<file path="config.mk">
export PLATFORM = sky130hd
export DESIGN_NAME = region_guard
export DESIGN_NICKNAME = d
export VERILOG_FILES = /design/src/rtl/region_guard_pkg.sv /design/src/rtl/region_lane.sv /design/src/rtl/region_datapath.sv /design/src/rtl/region_ctrl.sv /design/src/rtl/region_guard.sv
export SDC_FILE = /design/constraint.sdc
export NUM_CORES = 1
export LEC_CHECK = 0
export BUFFER_PORTS_ARGS = -buffer_cell sky130_fd_sc_hd__clkbuf_2
export CORE_AREA = 8 8 365 367
export CTS_CLUSTER_SIZE = 40
export DETAILED_ROUTE_END_ITERATION = 10
export DIE_AREA = 0 0 373 375
export PLACE_DENSITY = 0.34
export SETUP_SLACK_MARGIN = 0.02
export SLEW_MARGIN = 20
export SYNTH_ARGS = -nofsm -noshare
export SYNTH_HDL_FRONTEND = slang
export SYNTH_SLANG_ARGS = --single-unit
</file>
<file path="constraint.sdc">
create_clock -name clk -period 8.1 [get_ports clk]
set_clock_uncertainty 0.2 [all_clocks]
set_input_delay 1.62 -clock clk [delete_from_list [all_inputs] [get_ports clk]]
set_output_delay 1.62 -clock clk [all_outputs]
set_load 0.05 [all_outputs]
</file>
<file path="src/rtl/region_guard_pkg.sv">
package region_guard_pkg;

  // Access kind codes seen on reqKind
  typedef enum logic [1:0] {
    KIND_READ  = 2'd0,
    KIND_WRITE = 2'd1,
    KIND_EXEC  = 2'd2,
    KIND_EXEC2 = 2'd3
  } accKind_e;

  // Strobes issued by the control to the datapath
  typedef struct packed {
    logic load;    // capture an enabled verdict
    logic bypass;  // checking disabled: grant, no flags
  } guardStrobe_t;

  localparam int unsigned FIELD_W   = 6;  // privileged master field width
  localparam int unsigned PLAIN_W   = 2;  // plain master field width
  localparam int unsigned GRAN_BITS = 5;  // 32-byte granularity

endpackage

</file>
<file path="src/rtl/region_lane.sv">
module region_lane
  import region_guard_pkg::*;
#(
  parameter int unsigned ADDR_W       = 32,
  parameter int unsigned PID_W        = 8,
  parameter int unsigned NUM_MASTERS  = 8,
  parameter int unsigned PRIV_MASTERS = 4,
  parameter int unsigned PERM_W       = 32,
  localparam int unsigned MST_W       = $clog2(NUM_MASTERS)
) (
  input  logic [ADDR_W-1:0] regStart,
  input  logic [ADDR_W-1:0] regEnd,
  input  logic              regValid,
  input  logic [PERM_W-1:0] regPerm,
  input  logic [PID_W-1:0]  regPid,
  input  logic [PID_W-1:0]  regPidMask,
  input  logic [ADDR_W-1:0] reqAddr,
  input  logic [MST_W-1:0]  reqMaster,
  input  logic [1:0]        reqKind,
  input  logic              reqSuper,
  input  logic [PID_W-1:0]  reqPid,
  output logic              hit,
  output logic              allow
);

  localparam logic [ADDR_W-1:0] GRAN_MASK = ADDR_W'((1 << GRAN_BITS) - 1);

  logic [ADDR_W-1:0] loAddr, hiAddr;
  logic              inRange, pidOk, pidEn;
  logic [2:0]        rwx, need;
  logic [FIELD_W-1:0] field;
  logic [PLAIN_W-1:0] pair;

  assign loAddr  = regStart & ~GRAN_MASK;
  assign hiAddr  = regEnd | GRAN_MASK;
  assign inRange = (reqAddr >= loAddr) && (reqAddr <= hiAddr);

  // Rights of the requesting master as a {read, write, execute} mask
  always_comb begin
    rwx   = 3'b000;
    pidEn = 1'b0;
    field = '0;
    pair  = '0;
    for (int m = 0; m < PRIV_MASTERS; m++) begin
      if (reqMaster == MST_W'(m)) begin
        field = regPerm[FIELD_W*m +: FIELD_W];
        pidEn = field[5];
        if (reqSuper) begin
          unique case (field[4:3])
            2'd0:    rwx = 3'b111;
            2'd1:    rwx = 3'b101;
            2'd2:    rwx = 3'b110;
            default: rwx = field[2:0];
          endcase
        end else begin
          rwx = field[2:0];
        end
      end
    end
    for (int m = PRIV_MASTERS; m < NUM_MASTERS; m++) begin
      if (reqMaster == MST_W'(m)) begin
        pair = regPerm[FIELD_W*PRIV_MASTERS + PLAIN_W*(m-PRIV_MASTERS) +: PLAIN_W];
        rwx  = {pair[0], pair[1], pair[0]};  // execute checked as read
      end
    end
  end

  always_comb begin
    unique case (accKind_e'(reqKind))
      KIND_READ:  need = 3'b100;
      KIND_WRITE: need = 3'b010;
      default:    need = 3'b001;
    endcase
  end

  assign pidOk = !pidEn || (((reqPid ^ regPid) & ~regPidMask) == '0);
  assign hit   = regValid && inRange && pidOk;
  assign allow = hit && ((rwx & need) != 3'b000);

endmodule

</file>
<file path="src/rtl/region_datapath.sv">
module region_datapath
  import region_guard_pkg::*;
#(
  parameter int unsigned NUM_REGIONS  = 8,
  parameter int unsigned ADDR_W       = 32,
  parameter int unsigned PID_W        = 8,
  parameter int unsigned NUM_MASTERS  = 8,
  parameter int unsigned PRIV_MASTERS = 4,
  parameter int unsigned PERM_W       = 32,
  localparam int unsigned MST_W       = $clog2(NUM_MASTERS)
) (
  input  logic                          clk,
  input  logic                          rstN,
  input  guardStrobe_t                  strobe,
  input  logic [ADDR_W-1:0]             reqAddr,
  input  logic [MST_W-1:0]              reqMaster,
  input  logic [1:0]                    reqKind,
  input  logic                          reqSuper,
  input  logic [PID_W-1:0]              reqPid,
  input  logic [NUM_REGIONS*ADDR_W-1:0] regStart,
  input  logic [NUM_REGIONS*ADDR_W-1:0] regEnd,
  input  logic [NUM_REGIONS-1:0]        regValid,
  input  logic [NUM_REGIONS*PERM_W-1:0] regPerm,
  input  logic [NUM_REGIONS*PID_W-1:0]  regPid,
  input  logic [NUM_REGIONS*PID_W-1:0]  regPidMask,
  output logic                          deny,
  output logic                          noHit,
  output logic                          oneHit,
  output logic                          multiHit
);

  logic [NUM_REGIONS-1:0] hitVec, allowVec;
  logic                   anyHit, severalHits;

  for (genvar r = 0; r < NUM_REGIONS; r++) begin : g_lane
    region_lane #(
      .ADDR_W(ADDR_W), .PID_W(PID_W), .NUM_MASTERS(NUM_MASTERS),
      .PRIV_MASTERS(PRIV_MASTERS), .PERM_W(PERM_W)
    ) lane_i (
      .regStart  (regStart[r*ADDR_W +: ADDR_W]),
      .regEnd    (regEnd[r*ADDR_W +: ADDR_W]),
      .regValid  (regValid[r]),
      .regPerm   (regPerm[r*PERM_W +: PERM_W]),
      .regPid    (regPid[r*PID_W +: PID_W]),
      .regPidMask(regPidMask[r*PID_W +: PID_W]),
      .reqAddr   (reqAddr),
      .reqMaster (reqMaster),
      .reqKind   (reqKind),
      .reqSuper  (reqSuper),
      .reqPid    (reqPid),
      .hit       (hitVec[r]),
      .allow     (allowVec[r])
    );
  end

  assign anyHit      = |hitVec;
  assign severalHits = |(hitVec & (hitVec - NUM_REGIONS'(1)));

  always_ff @(posedge clk) begin
    if (!rstN) begin
      deny     <= 1'b0;
      noHit    <= 1'b0;
      oneHit   <= 1'b0;
      multiHit <= 1'b0;
    end else if (strobe.load) begin
      deny     <= !(|allowVec);
      noHit    <= !anyHit;
      oneHit   <= anyHit && !severalHits;
      multiHit <= severalHits;
    end else begin
      deny     <= 1'b0;
      noHit    <= 1'b0;
      oneHit   <= 1'b0;
      multiHit <= 1'b0;
    end
  end

  // an enabled verdict carries exactly one hit class
  assert_one_class_R8: assert property (@(posedge clk) disable iff (!rstN)
    strobe.load |=> $countones({noHit, oneHit, multiHit}) == 1);

  // nothing matched means refused
  assert_nohit_denies_R8: assert property (@(posedge clk) disable iff (!rstN)
    noHit |-> deny);

  // disabled checking grants with no flags
  assert_bypass_grants_R9: assert property (@(posedge clk) disable iff (!rstN)
    strobe.bypass |=> !deny && !noHit && !oneHit && !multiHit);

  // without a request the verdict outputs stay low
  assert_idle_quiet_R10: assert property (@(posedge clk) disable iff (!rstN)
    !(strobe.load || strobe.bypass) |=> !deny && !noHit && !oneHit && !multiHit);

endmodule

</file>
<file path="src/rtl/region_ctrl.sv">
module region_ctrl
  import region_guard_pkg::*;
(
  input  logic         clk,
  input  logic         rstN,
  input  logic         globalEn,
  input  logic         reqValid,
  output guardStrobe_t strobe,
  output logic         verdictValid
);

  assign strobe.load   = reqValid && globalEn;
  assign strobe.bypass = reqValid && !globalEn;

  always_ff @(posedge clk) begin
    if (!rstN) verdictValid <= 1'b0;
    else       verdictValid <= reqValid;
  end

  // verdict follows a request by one cycle, never otherwise
  assert_verdict_follows_R10: assert property (@(posedge clk) disable iff (!rstN)
    reqValid |=> verdictValid);
  assert_no_spurious_verdict_R10: assert property (@(posedge clk) disable iff (!rstN)
    !reqValid |=> !verdictValid);

endmodule

</file>
<file path="src/rtl/region_guard.sv">
module region_guard
  import region_guard_pkg::*;
#(
  parameter int unsigned NUM_REGIONS  = 8,
  parameter int unsigned ADDR_W       = 32,
  parameter int unsigned PID_W        = 8,
  parameter int unsigned NUM_MASTERS  = 8,
  parameter int unsigned PRIV_MASTERS = 4,
  parameter int unsigned PERM_W       = 32,
  localparam int unsigned MST_W       = $clog2(NUM_MASTERS)
) (
  input  logic                          clk,
  input  logic                          rstN,
  input  logic                          globalEn,
  input  logic                          reqValid,
  input  logic [ADDR_W-1:0]             reqAddr,
  input  logic [MST_W-1:0]              reqMaster,
  input  logic [1:0]                    reqKind,
  input  logic                          reqSuper,
  input  logic [PID_W-1:0]              reqPid,
  input  logic [NUM_REGIONS*ADDR_W-1:0] regStart,
  input  logic [NUM_REGIONS*ADDR_W-1:0] regEnd,
  input  logic [NUM_REGIONS-1:0]        regValid,
  input  logic [NUM_REGIONS*PERM_W-1:0] regPerm,
  input  logic [NUM_REGIONS*PID_W-1:0]  regPid,
  input  logic [NUM_REGIONS*PID_W-1:0]  regPidMask,
  output logic                          verdictValid,
  output logic                          deny,
  output logic                          noHit,
  output logic                          oneHit,
  output logic                          multiHit
);

  guardStrobe_t strobe;

  region_ctrl ctrl_i (
    .clk(clk), .rstN(rstN), .globalEn(globalEn), .reqValid(reqValid),
    .strobe(strobe), .verdictValid(verdictValid)
  );

  region_datapath #(
    .NUM_REGIONS(NUM_REGIONS), .ADDR_W(ADDR_W), .PID_W(PID_W),
    .NUM_MASTERS(NUM_MASTERS), .PRIV_MASTERS(PRIV_MASTERS), .PERM_W(PERM_W)
  ) dp_i (
    .clk(clk), .rstN(rstN), .strobe(strobe),
    .reqAddr(reqAddr), .reqMaster(reqMaster), .reqKind(reqKind),
    .reqSuper(reqSuper), .reqPid(reqPid),
    .regStart(regStart), .regEnd(regEnd), .regValid(regValid),
    .regPerm(regPerm), .regPid(regPid), .regPidMask(regPidMask),
    .deny(deny), .noHit(noHit), .oneHit(oneHit), .multiHit(multiHit)
  );

endmodule

</file>
==> impl_results.md <==
- Die Height: 375 um
- Hold path cells: 3
- Distinct cell type count after synthesis: 73
- Routed WL per cell: 26.05 um
- Max_slew headroom: 26.57%
- Drt total wl: 121.4 mm
- FFs w/ async S/R, synth: 0%
- Starting Density: 11.56%
- Status: finished clean
- Layout cell share with drive strength beyond 1: 32.21%
- CTS sink count: 5
- Min-Delay Path Class: primary input to flop
- Num rows: 131
- Worst stage delay on the critical path: 580 ps
- Setup bufs post-CTS: 0
- Longest Clk Path Bufs: 2
- Slowest cell on crit path: or4_1
- Fill cells: 14860
- Req. time, crit path: 8040 ps
- Max Cap Violations: 0
- Worst Setup Path Type: primary input to flop
- Die W: 373 um
- Core area: 0.1270 mm^2
- Post-synthesis net count: 3476
- GR Overflow Total: 0
- Initial drt markers: 1083
- Final nets: 4346
- Global-route wire length before repair: 161.5 mm
- # hold bufs at CTS: 0
- Leakage: 12.01 nW
- Top_reg_cell synth: dfxtp_1
- EDFF count, synth: 0
- Final hold viol count: 0
- DRC Markers: 0
- Synth Cell Area: 0.01468 mm^2
- CTS resizes: 0
- Hold endpoint: dp_i.oneHit$_SDFF_PN0_
- Initial antenna violation count: 74
- Least-Margin Pin Slew: 1101 ps
- Setup TNS: 0 ps
- PortBufs: 878
- Sequential cell area: 100.1 um^2
- Final Wtd Congestion: 0.8898
- Via count: 19120
- Clock Tree Root: clkbuf_16
- WP buf/inv: 1
- WP data arrival: 5750 ps
- Clk pin slew, worst setup/hold paths: 40 ps
- Critical path cell sequence: clkbuf_2 -> ha_1 -> nand4_1 -> nor2_1 -> nand4_1 -> or4_1 -> a31oi_1 -> o31ai_4 -> maj3_2 -> a31oi_1 -> nor3_1 -> nor3b_1
- Final Max Slew Viols: 0
- Total CTS buffers: 3
- Largest net degree at the start of global routing: 62
- Peak supply drop: 0.00004528 V
- Number of synthesized register bits: 5
- Vias per Instance: 4.101
- HP Start: globalEn
- Critical Path Sink Type: flop
- Vias in the first global route: 20390
- GRT Overall Usage: 16.34%
- Die Area: 0.1399 mm^2
- RSZ-0062 raised after global routing: no
- Sequential area share after synthesis: 0.6818%
- Final HPWL DP: 109.5 mm
- Multi-input logic area: 0.01265 mm^2
- Post-route minimum period: 5801 ps
- Cells after Synth: 2090
- FMAX: 172.4 MHz
- Final core utilization: 16.83%
- Synthesis-to-finish area growth: 45.65%
- Setup violations, final: 0
- Synth warn: 0
- Ports: 959
- Crit share post-route: 71.62%
- Startpoint type of the worst setup path: primary input
- Syn avg cell area: 7.024 um^2
- Drt first pass iters: 5
- # H-tree levels: 1
- Pwr dens: 57.08 mW/mm^2
- CTS tree: built
- ANT nets after route: 0
- Max Fanout on Critical Path: 12
- CP top delay family: simple AND/OR/NAND/NOR gates
## where the power goes
group,internal (W),switching [W]
registers,0.0000261,0.000000653
logic,0.000473,0.000638
clock network,0.0000654,0.0000175
## cells by family (layout without fill, tap and decap cells)
group	after synthesis	count (layout)	synth area share (%)
xor gates and xnor gates	65	65	3.878
DFF	5	5	0.6819
other	0	40	0
adders and majority gates	433	433	36.90
muxes	25	25	2.898
and+or+nand+nor	433	433	15.33
buffers and inverters	507	1376	13.22
AOI/OAI and AO/OA	622	622	27.09
## layer usage
layer  track usage [%]  share of wire, %  wire [um]
met1             19.86                42      50770
met3             4.264               7.2       8740
met5                 0              0.14        170
met4             4.911               2.7       3275
met2             28.18                48      58440
## through the flow
step / area [um^2] / total power [W] / std cells / hold slack (ps) / worst slack, ps
6_report: 21380 / 0.001220 / 4661 / 1545 / 2299
5_1_grt: 21330 / 0.001369 / 4642 / 1562 / 2117
4_1_cts: 21280 / 0.001247 / 4621 / 1552 / 2223
3_5_place_dp: 21200 / 0.001157 / 4617 / 1795 / 1990
3_3_place_gp: 21200 / 0.001157 / 4617 / 1802 / 1986
2_1_floorplan: 14680 / 0.0005781 / 2090 / 1564 / 3789
## worst max-delay path by stage
stage	from	to	slack [ps]	cells past startpoint
final	reqAddr[25]	dp_i.multiHit$_SDFF_PN0_	2300	12
after global routing	reqAddr[17]	dp_i.multiHit$_SDFF_PN0_	2120	12
after CTS	reqAddr[17]	dp_i.oneHit$_SDFF_PN0_	2220	12
after detailed placement	reqAddr[17]	dp_i.oneHit$_SDFF_PN0_	1990	12
after global placement	reqAddr[17]	dp_i.oneHit$_SDFF_PN0_	1990	12
after floorplan	regEnd[221]	dp_i.oneHit$_SDFF_PN0_	3790	10
## cell usage in the layout, fill, tap and decap left out, drive strengths merged, types with 12 or more instances in the layout
cell      n
o211ai   18
a31oi    19
nand4    70
diode    40
and3     12
a221oi   33
a21oi   200
mux4     13
o22ai    42
a211o    15
nand2b   37
inv     460
nor3     27
a21o     53
nor2     50
xnor2    64
nand2   129
o21ai   120
buf      34
nand3    51
ha      432
nor2b    14
a211oi   30
nor4     17
o21a     13
clkbuf  882
## flip-flops by register name (all words and copies together), names as in the netlist
signal / flops
dp_i.deny: 1
dp_i.noHit: 1
ctrl_i.verdictValid: 1
dp_i.oneHit: 1
dp_i.multiHit: 1
## synthesized netlist by cell type (4+ instances only)
library cell,n,area [um^2]
nand3_1,50,250.2
and4_1,10,87.58
o31ai_1,9,67.56
dfxtp_1,5,100.1
a2bb2oi_1,4,35.03
buf_1,7,26.28
nor4_1,16,100.1
inv_1,460,1727
nand2_1,129,484.2
nand2b_1,37,231.5
o21ai_0,117,585.6
mux2_2,10,112.6
nor2b_1,13,81.33
a31oi_1,19,118.9
mux4_2,13,292.8
o2111ai_1,4,35.03
o32ai_1,5,43.79
o22ai_1,42,262.8
o21a_1,13,97.59
a221oi_1,33,289.0
o211ai_1,18,135.1
o311a_1,11,110.1
a211o_1,14,122.6
a311o_1,5,50.05
ha_1,432,5405
nor3_1,26,130.1
o221ai_1,4,35.03
a21oi_1,200,1001
a211oi_1,30,225.2
buf_2,18,90.09
a2111oi_0,8,70.07
a21o_1,53,397.9
o21bai_1,4,30.03
xnor2_1,64,560.5
nor2_1,50,187.7
clkbuf_1,20,75.07
nand4_1,67,419.2
and3_1,12,75.07
## final cells by class
type / count / area share, %
diodes: 40 / 0.4681
clock buffers: 4 / 0.3687
inverters: 460 / 8.075
multi-input cells: 1578 / 59.15
flip-flops and latches: 5 / 0.4681
well taps: 1662 / 9.726
repair buffers: 912 / 21.74
(Power assumes the default switching activity.)
